$ cat config.mk
export PLATFORM = sky130hd
export DESIGN_NAME = desc_ring_pair
export DESIGN_NICKNAME = d
export VERILOG_FILES = /design/src/rtl/desc_ring_pair.sv
export SDC_FILE = /design/constraint.sdc
export NUM_CORES = 1
export LEC_CHECK = 0
export CORE_AREA = 2 2 137 139
export CTS_BUF_LIST = sky130_fd_sc_hd__clkbuf_4 sky130_fd_sc_hd__clkbuf_8
export DETAILED_ROUTE_END_ITERATION = 6
export DIE_AREA = 0 0 139 141
export PLACE_DENSITY = 0.85
export SKIP_LAST_GASP = 1
export SLEW_MARGIN = 20
export SYNTH_ARGS = -nofsm -noshare
export SYNTH_HDL_FRONTEND = slang
export SYNTH_SLANG_ARGS = --single-unit
$ cat constraint.sdc
create_clock -name clk -period 9.51 [get_ports clk]
set_input_delay 2.3775 -clock clk [delete_from_list [all_inputs] [get_ports clk]]
set_output_delay 2.3775 -clock clk [all_outputs]
set_load 0.03 [all_outputs]
$ cat src/rtl/desc_ring_pair.sv
module desc_ring_pair #(
  parameter int IDX_W = 2,
  parameter int CMD_W = 32,
  parameter int CPL_W = 32
) (
  input  logic             clk,
  input  logic             rst_n,
  input  logic             reg_wr,
  input  logic [2:0]       reg_addr,
  input  logic [31:0]      reg_wdata,
  output logic [31:0]      reg_rdata,
  output logic             cmd_valid,
  output logic [CMD_W-1:0] cmd_data,
  input  logic             cmd_done,
  input  logic             cpl_valid,
  input  logic [CPL_W-1:0] cpl_data,
  output logic             cpl_ready,
  output logic             irq
);
  localparam int DEPTH = 1 << IDX_W;
  localparam int IW = IDX_W + 1;
  localparam logic [IW-1:0] FULL = IW'(DEPTH);

  logic [CMD_W-1:0] cmd_mem [DEPTH];
  logic [CPL_W-1:0] cpl_mem [DEPTH];
  logic [IW-1:0] cmd_pi, cmd_ci, cpl_pi, cpl_ci;
  logic ovf;

  wire [IW-1:0] cmd_fill = cmd_pi - cmd_ci;
  wire [IW-1:0] cpl_fill = cpl_pi - cpl_ci;
  wire [IW-1:0] pi_step  = reg_wdata[IW-1:0] - cmd_ci;
  wire [IW-1:0] ci_step  = reg_wdata[IW-1:0] - cpl_ci;
  wire cpl_push = cpl_valid && cpl_ready;

  assign cmd_valid = cmd_pi != cmd_ci;
  assign cmd_data  = cmd_mem[cmd_ci[IDX_W-1:0]];
  assign cpl_ready = cpl_fill != FULL;
  assign irq       = cpl_pi != cpl_ci;

  always_ff @(posedge clk) begin
    if (reg_wr && reg_addr == 3'd0) cmd_mem[cmd_pi[IDX_W-1:0]] <= reg_wdata[CMD_W-1:0];
    if (cpl_push) cpl_mem[cpl_pi[IDX_W-1:0]] <= cpl_data;
  end

  always_ff @(posedge clk) begin
    if (!rst_n) begin
      cmd_pi <= '0;
      cmd_ci <= '0;
      cpl_pi <= '0;
      cpl_ci <= '0;
      ovf    <= 1'b0;
    end else begin
      if (reg_wr && reg_addr == 3'd1) begin
        if (pi_step <= FULL) cmd_pi <= reg_wdata[IW-1:0];
        else ovf <= 1'b1;
      end
      if (reg_wr && reg_addr == 3'd4 && ci_step <= cpl_fill) cpl_ci <= reg_wdata[IW-1:0];
      if (cmd_done && cmd_valid) cmd_ci <= cmd_ci + 1'b1;
      if (cpl_push) cpl_pi <= cpl_pi + 1'b1;
    end
  end

  always_comb begin
    case (reg_addr)
      3'd1:    reg_rdata = 32'(cmd_pi);
      3'd2:    reg_rdata = 32'(cmd_ci);
      3'd3:    reg_rdata = 32'(cpl_pi);
      3'd4:    reg_rdata = 32'(cpl_ci);
      3'd5:    reg_rdata = 32'(cpl_mem[cpl_ci[IDX_W-1:0]]);
      3'd6:    reg_rdata = {31'd0, ovf};
      default: reg_rdata = '0;
    endcase
  end

  a_r3_no_overflow: assert property (@(posedge clk) disable iff (!rst_n)
    cmd_fill <= FULL);
  a_r3_sticky_flag: assert property (@(posedge clk) disable iff (!rst_n)
    $past(ovf) |-> ovf);
  a_r4_ci_single_step: assert property (@(posedge clk) disable iff (!rst_n)
    (cmd_ci != $past(cmd_ci)) |-> (cmd_ci == $past(cmd_ci) + 1'b1 && $past(cmd_done)));
  a_r7_cpl_bound: assert property (@(posedge clk) disable iff (!rst_n)
    cpl_fill <= FULL);
  a_r8_irq_source: assert property (@(posedge clk) disable iff (!rst_n)
    $rose(irq) |-> $past(cpl_valid && cpl_ready));
endmodule

==> results by stage, run 1 <==
Outcome:
- The flow ran to the end, and the final reports show no timing, DRC or antenna violations.

Clock network:
- The buffer levels on the longest clock path is 3.
- The total number of clock tree sinks is 273.
- The cell sitting at the root of the clock tree is a sky130_fd_sc_hd__clkbuf_8.
- TritonCTS built the clock tree.
- In this run, post-CTS repair resized a total of 0 instances.
- The post-CTS clock slew at the launch and capture registers of the worst setup and hold paths is 0.06 ns.
- The number of hold-repair buffers added at the cts stage is 0.
- The number of H-tree levels is 2.
- The later-pin clock latency in the skew report is 0.53 ns.
- In this run, CTS created clock tree buffers numbering 42.
- Post-CTS timing repair inserted 0 buffers for setup.

Power and ir drop:
- The worst vdd rail ir drop is 168.3 uV.
- The internal power of the cells totals 0.002027 W.
- Net switching is 21.71% of the power.
- The analysis attributes to net switching a power of 0.0005623 W.
- In this run, the combinational gates consume 10.1% of the power.
- The ratio of total power to cell area is 196.4 nW/um^2.
- Registers are responsible for 52.8% of the overall power.
- Per report_power, the clock group accounts for 37.2% of the total.
- The standby leakage power is 4.236 nW.

Setup path:
- In this run the critical register-to-register path is launched from cpl_pi[0].
- Across all register-to-register paths, the minimum setup slack is 6.66 ns.
- The sort of element at the end of the critical path is an output pin.
- The critical-path maximum fanout is 30.
- Data on the critical path is required at its endpoint by 7.13 ns.
- STA classifies the critical path startpoint as an input pin.
- The critical path is of the in2out type.
- Data arrives at the worst endpoint at 4.67 ns.
- For the worst flop-to-flop path, the logic depth is 9.

Yosys:
- The share of async-settable or async-resettable flops after synthesis is 0%.
- In the synthesized netlist the dominant register cell turns out to be sky130_fd_sc_hd__edfxtp_1.
- After synthesis the cells add up to 10,680 sq um.
- The count of cell types in the netlist is 45.
- Synthesis produced a netlist whose cell count is 518.
- The yosys synthesis warning count is 0.
- The portion of the post-synthesis area used by sequential elements is 75.15%.
- The post-synthesis net count is 604.
- The total of flip-flops plus latches after synthesis is 273.
- The number of synthesized flops with an enable pin is 256.
- The synthesized area divided by synthesized cell count is 20.62 sq um.

Die:
- The chip width is 139 um.
- After floorplanning, the core was divided into 50 placement rows.
- The initial core utilization is 58.48%.
- The die covers 19,600 sq um.
- The floorplan core area is 18,270 sq um.
- The I/O pin count is 139.
- The y dimension of the die is 141 um.

Place:
- The total of buffers placed on input and output ports is 138.
- The final weighted congestion in routability-driven placement is 0.8864.
- The placed instances occupy a cell area of 12,350 sq um.
- Prior to clock tree synthesis, the placed netlist has a worst setup slack of 2.540 ns.
- The sum of net half-perimeters after detailed placement is 12,200 um.

Drt:
- The detailed-route vias per instance is 5.728.
- The count of nets left with antenna violations once routing finished came out at 0.
- The number of remaining DRC errors is 0.
- The starting DRC count in detailed routing is 367.
- The detailed-route wire length per cell is 20.94 um.
- Wires add up to 19,850 um.
- Across all layers, the routed design uses 5,430 vias.
- Before antenna repair, the detailed router went through 4 iterations.

Final layout:
- The design area is 13,180 sq um.
- The net count reported at finish is 772.
- The number of filler instances in the final layout is 1,083.
- In the final layout, the share of cells above drive strength 1 is 21.01%.
- The library cell used most frequently in the layout, excluding fill and tap cells, is sky130_fd_sc_hd__edfxtp_1.
- The number of antenna diodes in the final layout is 0.
- The synthesis-to-finish area growth is 23.40%.
- The library cells used most frequently in the layout, excluding fill and tap cells, are 256 x sky130_fd_sc_hd__edfxtp_1, 138 x sky130_fd_sc_hd__clkdlybuf4s50_1, 64 x sky130_fd_sc_hd__mux4_2, 45 x sky130_fd_sc_hd__clkbuf_8, 34 x sky130_fd_sc_hd__nor2b_1.

Global route:
- The via count of the first global-routing pass came to 5,725.
- The final global-route overflow total is 0.
- Global routing consumed, over all layers together, 20.77% of the routing resources.
- Entering global routing, the biggest net connects 33 pins.
- The initial antenna violation count came to 0.
- The global-route wire length before repair is 31,360 um.

STA:
- The final critical path time including I/O delays and setup is 7.051 ns.
- The maximum clock frequency is 141.8 MHz.
- The worst max-slew margin expressed relative to the limit is 32.01%.
- Clock skew on the completed layout was measured at 0.01498 ns.
- Setup violations remaining at the end of the flow were counted as 0.
- The count of endpoints failing hold in the final timing report is 0.
- The setup slack after layout is 2.459 ns.
- The measured slew at the worst slew-check pin is 1.017 ns.
- Setup repair after global routing left no endpoint under its margin.
- The post-route clock period utilization is 74.14%.
- The max-slew violation count was 0.
- The aggregate negative setup slack is 0 ns.
- The final-layout worst hold slack is 0.5266 ns.

Worst hold path:
- The worst hold path was traced through 2 stages.
- The hold path startpoint is cpl_ci[1].
- The type of the tightest min-delay check is reg2reg.

Job:
- The number of max-cap violations is 0.
[cell families (layout without fill, tap and decap cells)]
family / after synthesis / in the layout / share of synthesized area (%)
flops: 273 / 273 / 75.15
simple gates: 87 / 87 / 4.708
mux: 69 / 69 / 13.96
buf+inv: 32 / 228 / 1.206
compound gates: 31 / 31 / 2.073
fa+ha+maj: 14 / 14 / 1.780
xor+xnor: 12 / 12 / 1.124
[worst max-delay path, cell delays in order]
cell and delay (ns):
sky130_fd_sc_hd__clkdlybuf4s50_1 0.70, sky130_fd_sc_hd__nand3b_1 0.13, sky130_fd_sc_hd__buf_4 0.26, sky130_fd_sc_hd__o21ai_0 0.41
sky130_fd_sc_hd__clkdlybuf4s50_1 0.76
[layer usage]
metal | global-route usage (%) | wire (um)
met4 | 6.220 | 410
met3 | 5.740 | 1405
met5 | 0 | 0
met1 | 27.48 | 8086
met2 | 34.40 | 9952
[layout make-up]
type / count / area (sq um) / area share [%]
inverters: 10 / 37.54 / 0.2847
multi-input cells: 213 / 2546 / 19.31
well taps: 234 / 292.8 / 2.221
clock buffers: 61 / 739.5 / 5.609
repair buffers: 146 / 1441 / 10.93
clock inverters: 11 / 95.09 / 0.7213
flip-flops and latches: 273 / 8030 / 60.92
[synthesized netlist by cell type, types with 2 or more instances]
library cell                  n  area (sq um)
sky130_fd_sc_hd__nor2b_1     34         212.7
sky130_fd_sc_hd__mux4_2      64          1441
sky130_fd_sc_hd__fa_1         2         40.04
sky130_fd_sc_hd__buf_2        7         35.03
sky130_fd_sc_hd__and2_2       3         22.52
sky130_fd_sc_hd__and2_1       5         31.28
sky130_fd_sc_hd__o311ai_1     3         26.28
sky130_fd_sc_hd__edfxtp_1   256          7687
sky130_fd_sc_hd__nand3_1      5         25.02
sky130_fd_sc_hd__ha_1        12         150.1
sky130_fd_sc_hd__dfxtp_1     17         340.3
sky130_fd_sc_hd__nand3b_1     4         30.03
sky130_fd_sc_hd__buf_1        2         7.510
sky130_fd_sc_hd__nand2_1     16         60.06
sky130_fd_sc_hd__clkbuf_1    13         48.80
sky130_fd_sc_hd__xnor2_1      7         61.31
sky130_fd_sc_hd__nor2_1       7         26.28
sky130_fd_sc_hd__mux2i_1      5         50.05
sky130_fd_sc_hd__nand2b_1     2         12.51
sky130_fd_sc_hd__a2bb2oi_1    3         26.28
sky130_fd_sc_hd__xor2_1       4         35.03
sky130_fd_sc_hd__o21ai_0     12         60.06
sky130_fd_sc_hd__a21oi_1      3         15.01
sky130_fd_sc_hd__or3_1        2         12.51
sky130_fd_sc_hd__inv_1       10         37.54
[power by group through the flow]
| stage | Combinational (W) | Clock [W] | Sequential (W) |
|---|---|---|---|
| after floorplan | 0.000154 | 0 | 0.00139 |
| final | 0.000260 | 0.000962 | 0.00137 |
| after global routing | 0.000278 | 0.00104 | 0.00137 |
| after global placement | 0.000256 | 0 | 0.00139 |
| after detailed placement | 0.000262 | 0 | 0.00139 |
| after CTS | 0.000263 | 0.000983 | 0.00137 |
[stage by stage]
step	util, %	total power [W]	cells
floorplan	-	0.001541	518
global route	72.16	0.002683	948
detailed placement	67.60	0.001654	876
CTS	72.16	0.002613	948
finish	72.16	0.002589	948
global placement	67.60	0.001644	876
[state kept, by name, indices dropped and copies added (netlist names), named ones only]
signal and flops:
cmd_ci 3, cmd_pi 3, cpl_ci 3, cpl_mem 128, ovf 1, cpl_pi 3, cmd_mem 128
[how the worst max path moves through the flow]
stage                start           end
3_5_place_dp   reg_addr[1]  reg_rdata[0]
3_3_place_gp   reg_addr[1]  reg_rdata[0]
5_1_grt        reg_addr[0]  reg_rdata[0]
2_1_floorplan  reg_addr[1]  reg_rdata[0]
6_report       reg_addr[0]  reg_rdata[0]
4_1_cts        reg_addr[0]  reg_rdata[0]
Note: power is estimated with default switching activity, not from simulation.
==> run 2, diff against run 1 <==
--- a/config.mk
+++ b/config.mk
@@ -5,11 +5,11 @@
 export SDC_FILE = /design/constraint.sdc
 export NUM_CORES = 1
 export LEC_CHECK = 0
-export CORE_AREA = 2 2 137 139
+export CORE_AREA = 2 2 140 142
 export CTS_BUF_LIST = sky130_fd_sc_hd__clkbuf_4 sky130_fd_sc_hd__clkbuf_8
 export DETAILED_ROUTE_END_ITERATION = 6
-export DIE_AREA = 0 0 139 141
-export PLACE_DENSITY = 0.85
+export DIE_AREA = 0 0 142 144
+export PLACE_DENSITY = 0.81
 export SKIP_LAST_GASP = 1
 export SLEW_MARGIN = 20
 export SYNTH_ARGS = -nofsm -noshare
==> constraint.sdc (replaced) <==
create_clock -name clk -period 6.6 [get_ports clk]
set_input_delay 1.65 -clock clk [delete_from_list [all_inputs] [get_ports clk]]
set_output_delay 1.65 -clock clk [all_outputs]
set_load 0.03 [all_outputs]
==> run 2 against run 1 <==
Net effect: critical path depth unchanged; via count is 2.2% lower; register-to-register slack got worse by 3.0 ns; global-route usage shrank 0.98 points; cell count rose by 0.53%; worst setup slack worse by 1.4 ns; first-iteration DRC count shrank 8.2%; sequential share of layout area barely moved; die area up 4.3%; sequential power rose by 45%; core utilization decreased by 3.1 points; largest power group unchanged.
==> results by stage, run 2 (synthesized netlist as in run 1, its figures left out) <==
Outcome:
- The flow ran to the end, and the final reports show no timing, DRC or antenna violations.

Setup path:
- The most numerous cell type found on the critical path is sky130_fd_sc_hd__clkdlybuf4s50_1.
- The classification of the worst setup path is in2out.
- The maximum single-stage delay on the critical path is 0.75 ns.
- Traced cell by cell, the critical path runs through clkdlybuf4s50_1, nand3b_1, buf_4, o21ai_0, clkdlybuf4s50_1.
- The required time of the critical path is 4.95 ns.
- The worst setup path is launched from an input pin.
- For this design, the slowest cell found on the critical path is sky130_fd_sc_hd__clkdlybuf4s50_1.
- Of all nets on the critical path, the largest fanout is 30.
- The data arrival at the endpoint of the critical path is 3.91 ns.
- The worst setup path is captured at an output pin.

Die:
- 139 I/O pins were placed.
- The initial core utilization is 55.99%.
- The chip width is 142 um.
- The floorplan core area is 19,080 sq um.
- The y dimension of the die is 144 um.
- The full die area is 20,450 sq um.
- The count of standard-cell rows is 51.

STA:
- For this run, the top clock speed supported by timing is 179.7 MHz.
- The post-route clock period utilization is 84.32%.
- The max-slew violation count was 0.
- The measured slew at the worst slew-check pin is 0.9928 ns.
- On the final layout, the worst clock skew is 0.01971 ns.
- Setup violations remaining at the end of the flow were counted as 0.
- Setup repair after global routing left no endpoint under its margin.
- After layout, the minimum clock period comes to 5.565 ns.
- The worst pin sits at a relative slew slack of 33.66%.
- Summed over all failing endpoints, the final setup total negative slack is 0 ns.
- The count of endpoints failing hold in the final timing report came to 0.

Final layout:
- The number of filler instances in the final layout is 1,181.
- The library cells used most frequently in the layout, excluding fill and tap cells, are 256 x sky130_fd_sc_hd__edfxtp_1, 138 x sky130_fd_sc_hd__clkdlybuf4s50_1, 64 x sky130_fd_sc_hd__mux4_2, 45 x sky130_fd_sc_hd__clkbuf_8, 34 x sky130_fd_sc_hd__nor2b_1.
- The net count reported at finish is 771.
- After routing the design area is 13,180 sq um.
- The core occupancy in the finished layout is 69.08%.
- Leaving out fill and tap cells, the most frequent cell in the layout is sky130_fd_sc_hd__edfxtp_1.
- From synthesis to final layout, the design area changed by 23.38%.
- The antenna diode count is 0.
- The share of post-route cells with drive strength above 1 is 20.84%.

Clock network:
- The number of gates resized after CTS was 0.
- TritonCTS created 43 clock buffers.
- The post-CTS setup-driven buffer insertion count is 0.
- The number of hold-repair buffers added at the cts stage is 0.
- The post-CTS clock slew at the launch and capture registers of the worst setup and hold paths is 0.06 ns.
- TritonCTS built the clock tree.
- The tree is rooted in a sky130_fd_sc_hd__clkbuf_8.
- The buffer levels on the longest clock path is 3.
- The later-pin clock latency in the skew report is 0.53 ns.
- The H-tree generated during clock tree synthesis spans 2 levels.
- The total number of clock tree sinks is 273.

Global route:
- In the global route stage, overall resource usage came out at 19.79%.
- The via count of the first global-routing pass is 5,789.
- For this run the aggregate overflow at the end of global routing stands at 0.
- Entering global routing, the biggest net connects 33 pins.
- The first global-routing pass estimated 30,840 um of wire.
- The initial antenna violation count is 0.

Place:
- During placement, the flow inserted port buffers numbering 138.
- The congestion estimate from routability-driven global placement came to 0.8400.
- In this run the cell area measured after placement is 12,330 sq um.
- The sum of net half-perimeters after detailed placement is 11,930 um.

Power and ir drop:
- In this run switching power makes up 21.86% of total power.
- For this design the static power due to leakage is 4.216 nW.
- The internal power summed over all cells is 0.002880 W.
- The power share of the clock group is 36.4%.
- The part of the total power dissipated in sequential elements is 53.6%.
- The ratio of total power to cell area is 279.7 nW/um^2.
- The analysis attributes to net switching a power of 0.0008059 W.
- The worst vdd rail ir drop is 217.9 uV.
- The combinational fraction of design power is 10.0%.

Drt:
- The first-pass detailed-route iteration total is 4.
- The number of remaining DRC errors is 0.
- The number of nets with antenna violations after detailed routing is 0.
- Summed over all layers, the routed wires come to 19,390 um.
- The detailed-route vias per instance is 5.575.
- After the first detailed-routing iteration, the DRC count stood at 337.
- The detailed-route wire length per cell is 20.34 um.
- The final route contains 5,313 vias.

Job:
- The tool flagged a number of max-cap violations equal to 0.

Worst hold path:
- The min-delay analysis places its worst path in the category reg2reg.
run 2: cell type report:
cell class | instances | area (sq um) | area share (%)
inverters | 10 | 37.54 | 0.2848
multi-input cells | 213 | 2549 | 19.34
clock inverters | 15 | 86.33 | 0.6550
repair buffers | 144 | 1446 | 10.97
flip-flops and latches | 273 | 8031 | 60.94
clock buffers | 60 | 732.0 | 5.553
well taps | 238 | 297.8 | 2.259
run 2: through the flow:
step | power [W] | hold slack [ns] | worst slack (ns) | std cells
2_1_floorplan | 0.002221 | 0.4825 | 1.456 | 518
3_3_place_gp | 0.002371 | 0.5144 | 1.124 | 877
3_5_place_dp | 0.002383 | 0.5393 | 1.041 | 877
4_1_cts | 0.003730 | 0.5568 | 1.039 | 952
5_1_grt | 0.003834 | 0.5779 | 0.9546 | 953
6_report | 0.003686 | 0.5464 | 1.035 | 953
run 2: final timing paths:
| path | start | endpoint | slack, ns | depth (start not counted) |
|---|---|---|---|---|
| hold / removal | cpl_ci[1] | flip-flop | 0.55 | 2 |
| setup reg to reg | cpl_pi[0] | flip-flop | 3.68 | 9 |
| hold reg to reg | cpl_ci[1] | flip-flop | 0.55 | 2 |
| setup / recovery | reg_addr[0] | reg_rdata[0] | 1.04 | 5 |
run 2: power by group through the flow:
stage	registers (W)	clock network [W]	logic [W]
6_report	0.00198	0.00134	0.000369
5_1_grt	0.00198	0.00146	0.000395
4_1_cts	0.00198	0.00138	0.000373
3_5_place_dp	0.00201	0	0.000371
3_3_place_gp	0.00201	0	0.000363
2_1_floorplan	0.00200	0	0.000222
run 2: critical path, delay by kind of cell:
family          cells  cell delay [ns]
compound gates      1             0.40
simple gates        1             0.14
buf+inv             3             1.71
run 2: routing by layer:
layer | GRT usage [%] | up-vias | part of all wire, %
met1 | 26.07 | 2682 | 42
met4 | 5.842 | 0 | 1.7
met5 | 0 | - | 0
met3 | 5.430 | 32 | 6.6
li1 | - | 2432 | -
met2 | 32.85 | 167 | 50
==> run 3, diff against run 2 <==
==> constraint.sdc (replaced) <==
create_clock -name clk -period 5.4 [get_ports clk]
set_input_delay 1.35 -clock clk [delete_from_list [all_inputs] [get_ports clk]]
set_output_delay 1.35 -clock clk [all_outputs]
set_load 0.03 [all_outputs]
==> run 3 against run 2 <==
Net effect: cell count fell by 0.42%; wire length rose by 1.7%; count of clock-buffer cells in the layout rose by 8; clock skew fell by 0.0075 ns; highest routed layer unchanged.
==> results by stage, run 3 (synthesized netlist as in run 1, its figures left out) <==
Clock network:
- No sink is reached through more buffers than the 3 on the longest clock path.
- The number of CTS-inserted buffers is 42.
- The cell at the root of the clock tree is sky130_fd_sc_hd__clkbuf_8.
- The number of hold buffers added after CTS was 0.
- The later pin in the worst-skew pair is clocked with a latency of 0.53 ns.
- Once the clock tree was built, the setup fixing pass inserted 0 buffers.
- The total number of clock tree sinks is 273.
- After clock tree synthesis, the clock-pin slew on the worst setup and hold paths is 0.06 ns.
- The number of gates resized after cts is 0.
- The CTS tree is built.
- The H-tree was split into 2 levels.

Final layout:
- The library cell used most frequently in the layout, excluding fill and tap cells, is sky130_fd_sc_hd__edfxtp_1.
- From synthesis to final layout, the design area changed by 22.63%.
- In the layout the commonest cells are 256 x sky130_fd_sc_hd__edfxtp_1, 108 x sky130_fd_sc_hd__clkdlybuf4s50_1, 64 x sky130_fd_sc_hd__mux4_2, 48 x sky130_fd_sc_hd__clkbuf_8.
- The share of post-route cells with drive strength above 1 is 26.16%.
- The net count reported at finish is 769.
- 0 antenna diodes ended up in the layout.

Global route:
- The initial antenna violation count is 0.
- The total global-route track usage is 19.66%.
- The global-route wire length before repair is 30,300 um.
- The total overflow left after global routing is 0.
- The maximum number of pins on one net before global-route repair is 33.
- The via count of the first global-routing pass is 5,804.

Place:
- Input and output buffers added on the ports amount to 138.
- Once detailed placement completed, the half-perimeter wirelength came to 12,160 um.
- At the placement stage, the worst setup path has a slack of 0.7062 ns.
- At the end of routability-driven placement, the weighted congestion stood at 0.8343.

Drt:
- The starting DRC count in detailed routing is 339.
- The total wire length after detailed routing is 19,730 um.
- The number of nets with antenna violations after detailed routing is 0.
- The final route contains 5,394 vias.
- The detailed-route vias per instance is 5.684.
- The number of remaining DRC errors is 0.
- The first detailed-routing pass ran for 5 iterations.
- The detailed-route wire length per cell is 20.79 um.

STA:
- The count of endpoints failing hold in the final timing report is 0.
- For the final database, setup skew stands at 0.01217 ns.
- The worst max-slew margin expressed relative to the limit is 28.56%.
- The post-route clock period utilization is 87.91%.
- The setup slack after layout is 0.6530 ns.
- The final-layout worst hold slack is 0.5155 ns.
- Setup repair after global routing left no endpoint under its margin.
- The measured slew at the worst slew-check pin is 1.069 ns.
- The final critical path time including I/O delays and setup is 4.747 ns.
- The max-slew violation count is 0.
- Setup violations remaining at the end of the flow were counted as 0.
- For this run, the top clock speed supported by timing is 210.7 MHz.
- The aggregate negative setup slack is 0 ns.

Power and ir drop:
- The worst vdd rail ir drop is 314.3 uV.
- The combinational fraction of design power is 9.8%.
- The power share of the clock group is 36.8%.
- The analysis attributes to cell leakage a power of 4.286 nW.
- The switching share of power is 21.77%.
- The internal power of the cells totals 0.003542 W.
- Summed over all nets, the switching power comes to 0.0009858 W.
- The part of the total power dissipated in sequential elements is 53.5%.
- In this run the power density over the cells is 345.6 nW/um^2.

Setup path:
- The depth of the worst register-to-register path is 9.
- For the worst setup path, the data arrival time is 3.40 ns.
- The critical-path maximum fanout is 13.
- The critical path is of the in2out type.
- The worst setup path is launched from an input pin.
- The required time of the critical path is 4.05 ns.
- The sort of element at the end of the critical path is an output pin.

Outcome:
- The flow ran to the end, and the final reports show no timing, DRC or antenna violations.

Die:
- After floorplanning, the core was divided into 51 placement rows.
- The floorplan step defined a die boundary enclosing 20,450 sq um.
- During I/O placement, the number of pins put on the boundary was 139.
- The floorplan step set the die height to 144 um.
- The initial core utilization is 55.99%.
- The total area inside the core boundary comes to 19,080 sq um.
- From left edge to right edge, the die measures 142 um.

Worst hold path:
- The number of cells traversed by the worst hold path is 2.
- The path class of the tightest hold or removal check is reg2reg.

Job:
- The tool flagged a number of max-cap violations equal to 0.
==> run 3: changes by cell type in the layout (fill, tap and decap cells not counted), sizes merged <==
cell | previous run | this run
buf | 6 | 35
bufinv | 1 | 0
clkinvlp | 1 | 0
clkbuf | 60 | 68
clkdlybuf4s50 | 138 | 108
clkinv | 13 | 4
==> run 3: layout make-up <==
type / count / area [sq um]
Sequential cell: 273 / 8031
Fill cell: 1187 / 5979
Multi-Input combinational cell: 213 / 2549
Timing Repair Buffer: 143 / 1356
Clock buffer: 68 / 810.8
Tap cell: 238 / 297.8
Inverter: 10 / 37.54
Clock inverter: 4 / 17.52
==> run 3: critical path: stages <==
cell and delay (ns):
sky130_fd_sc_hd__clkdlybuf4s50_1 0.61, sky130_fd_sc_hd__nand2b_1 0.29, sky130_fd_sc_hd__o21ai_0 0.17, sky130_fd_sc_hd__a31oi_1 0.05
sky130_fd_sc_hd__o21ai_0 0.21, sky130_fd_sc_hd__clkdlybuf4s50_1 0.71
==> run 3: layer usage <==
layer | vias up | part of all wire (%) | wire length [um] | GRT usage [%]
li1 | 2430 | - | - | -
met1 | 2741 | 38 | 7583 | 23.95
met2 | 184 | 51 | 10120 | 33.77
met3 | 39 | 8.0 | 1583 | 5.993
met4 | 0 | 2.2 | 437 | 6.842
met5 | - | 0 | 0 | 0
==> run 3: final timing paths <==
check	start	slack, ns	end
max	reg_addr[0]	0.65	reg_rdata[1]
min	cpl_ci[1]	0.52	flip-flop
max reg2reg	cpl_pi[0]	2.54	flip-flop
min reg2reg	cpl_ci[1]	0.52	flip-flop
==> run 3: metrics by stage <==
step / util (%) / std cells / area (sq um) / total power, W
after floorplan: - / 518 / 10680 / 0.002714
after global placement: 64.32 / 877 / 12270 / 0.002894
after detailed placement: 64.32 / 877 / 12270 / 0.002912
after CTS: 68.66 / 949 / 13100 / 0.004574
after global routing: 68.66 / 949 / 13100 / 0.004688
final: 68.66 / 949 / 13100 / 0.004527
==> run 3: power groups by stage <==
stage | clock [W] | sequential, W | combinational (W)
after detailed placement | 0 | 0.00247 | 0.000445
after floorplan | 0 | 0.00244 | 0.000271
after global routing | 0.00179 | 0.00243 | 0.000472
after CTS | 0.00170 | 0.00242 | 0.000447
after global placement | 0 | 0.00246 | 0.000433
final | 0.00166 | 0.00242 | 0.000441
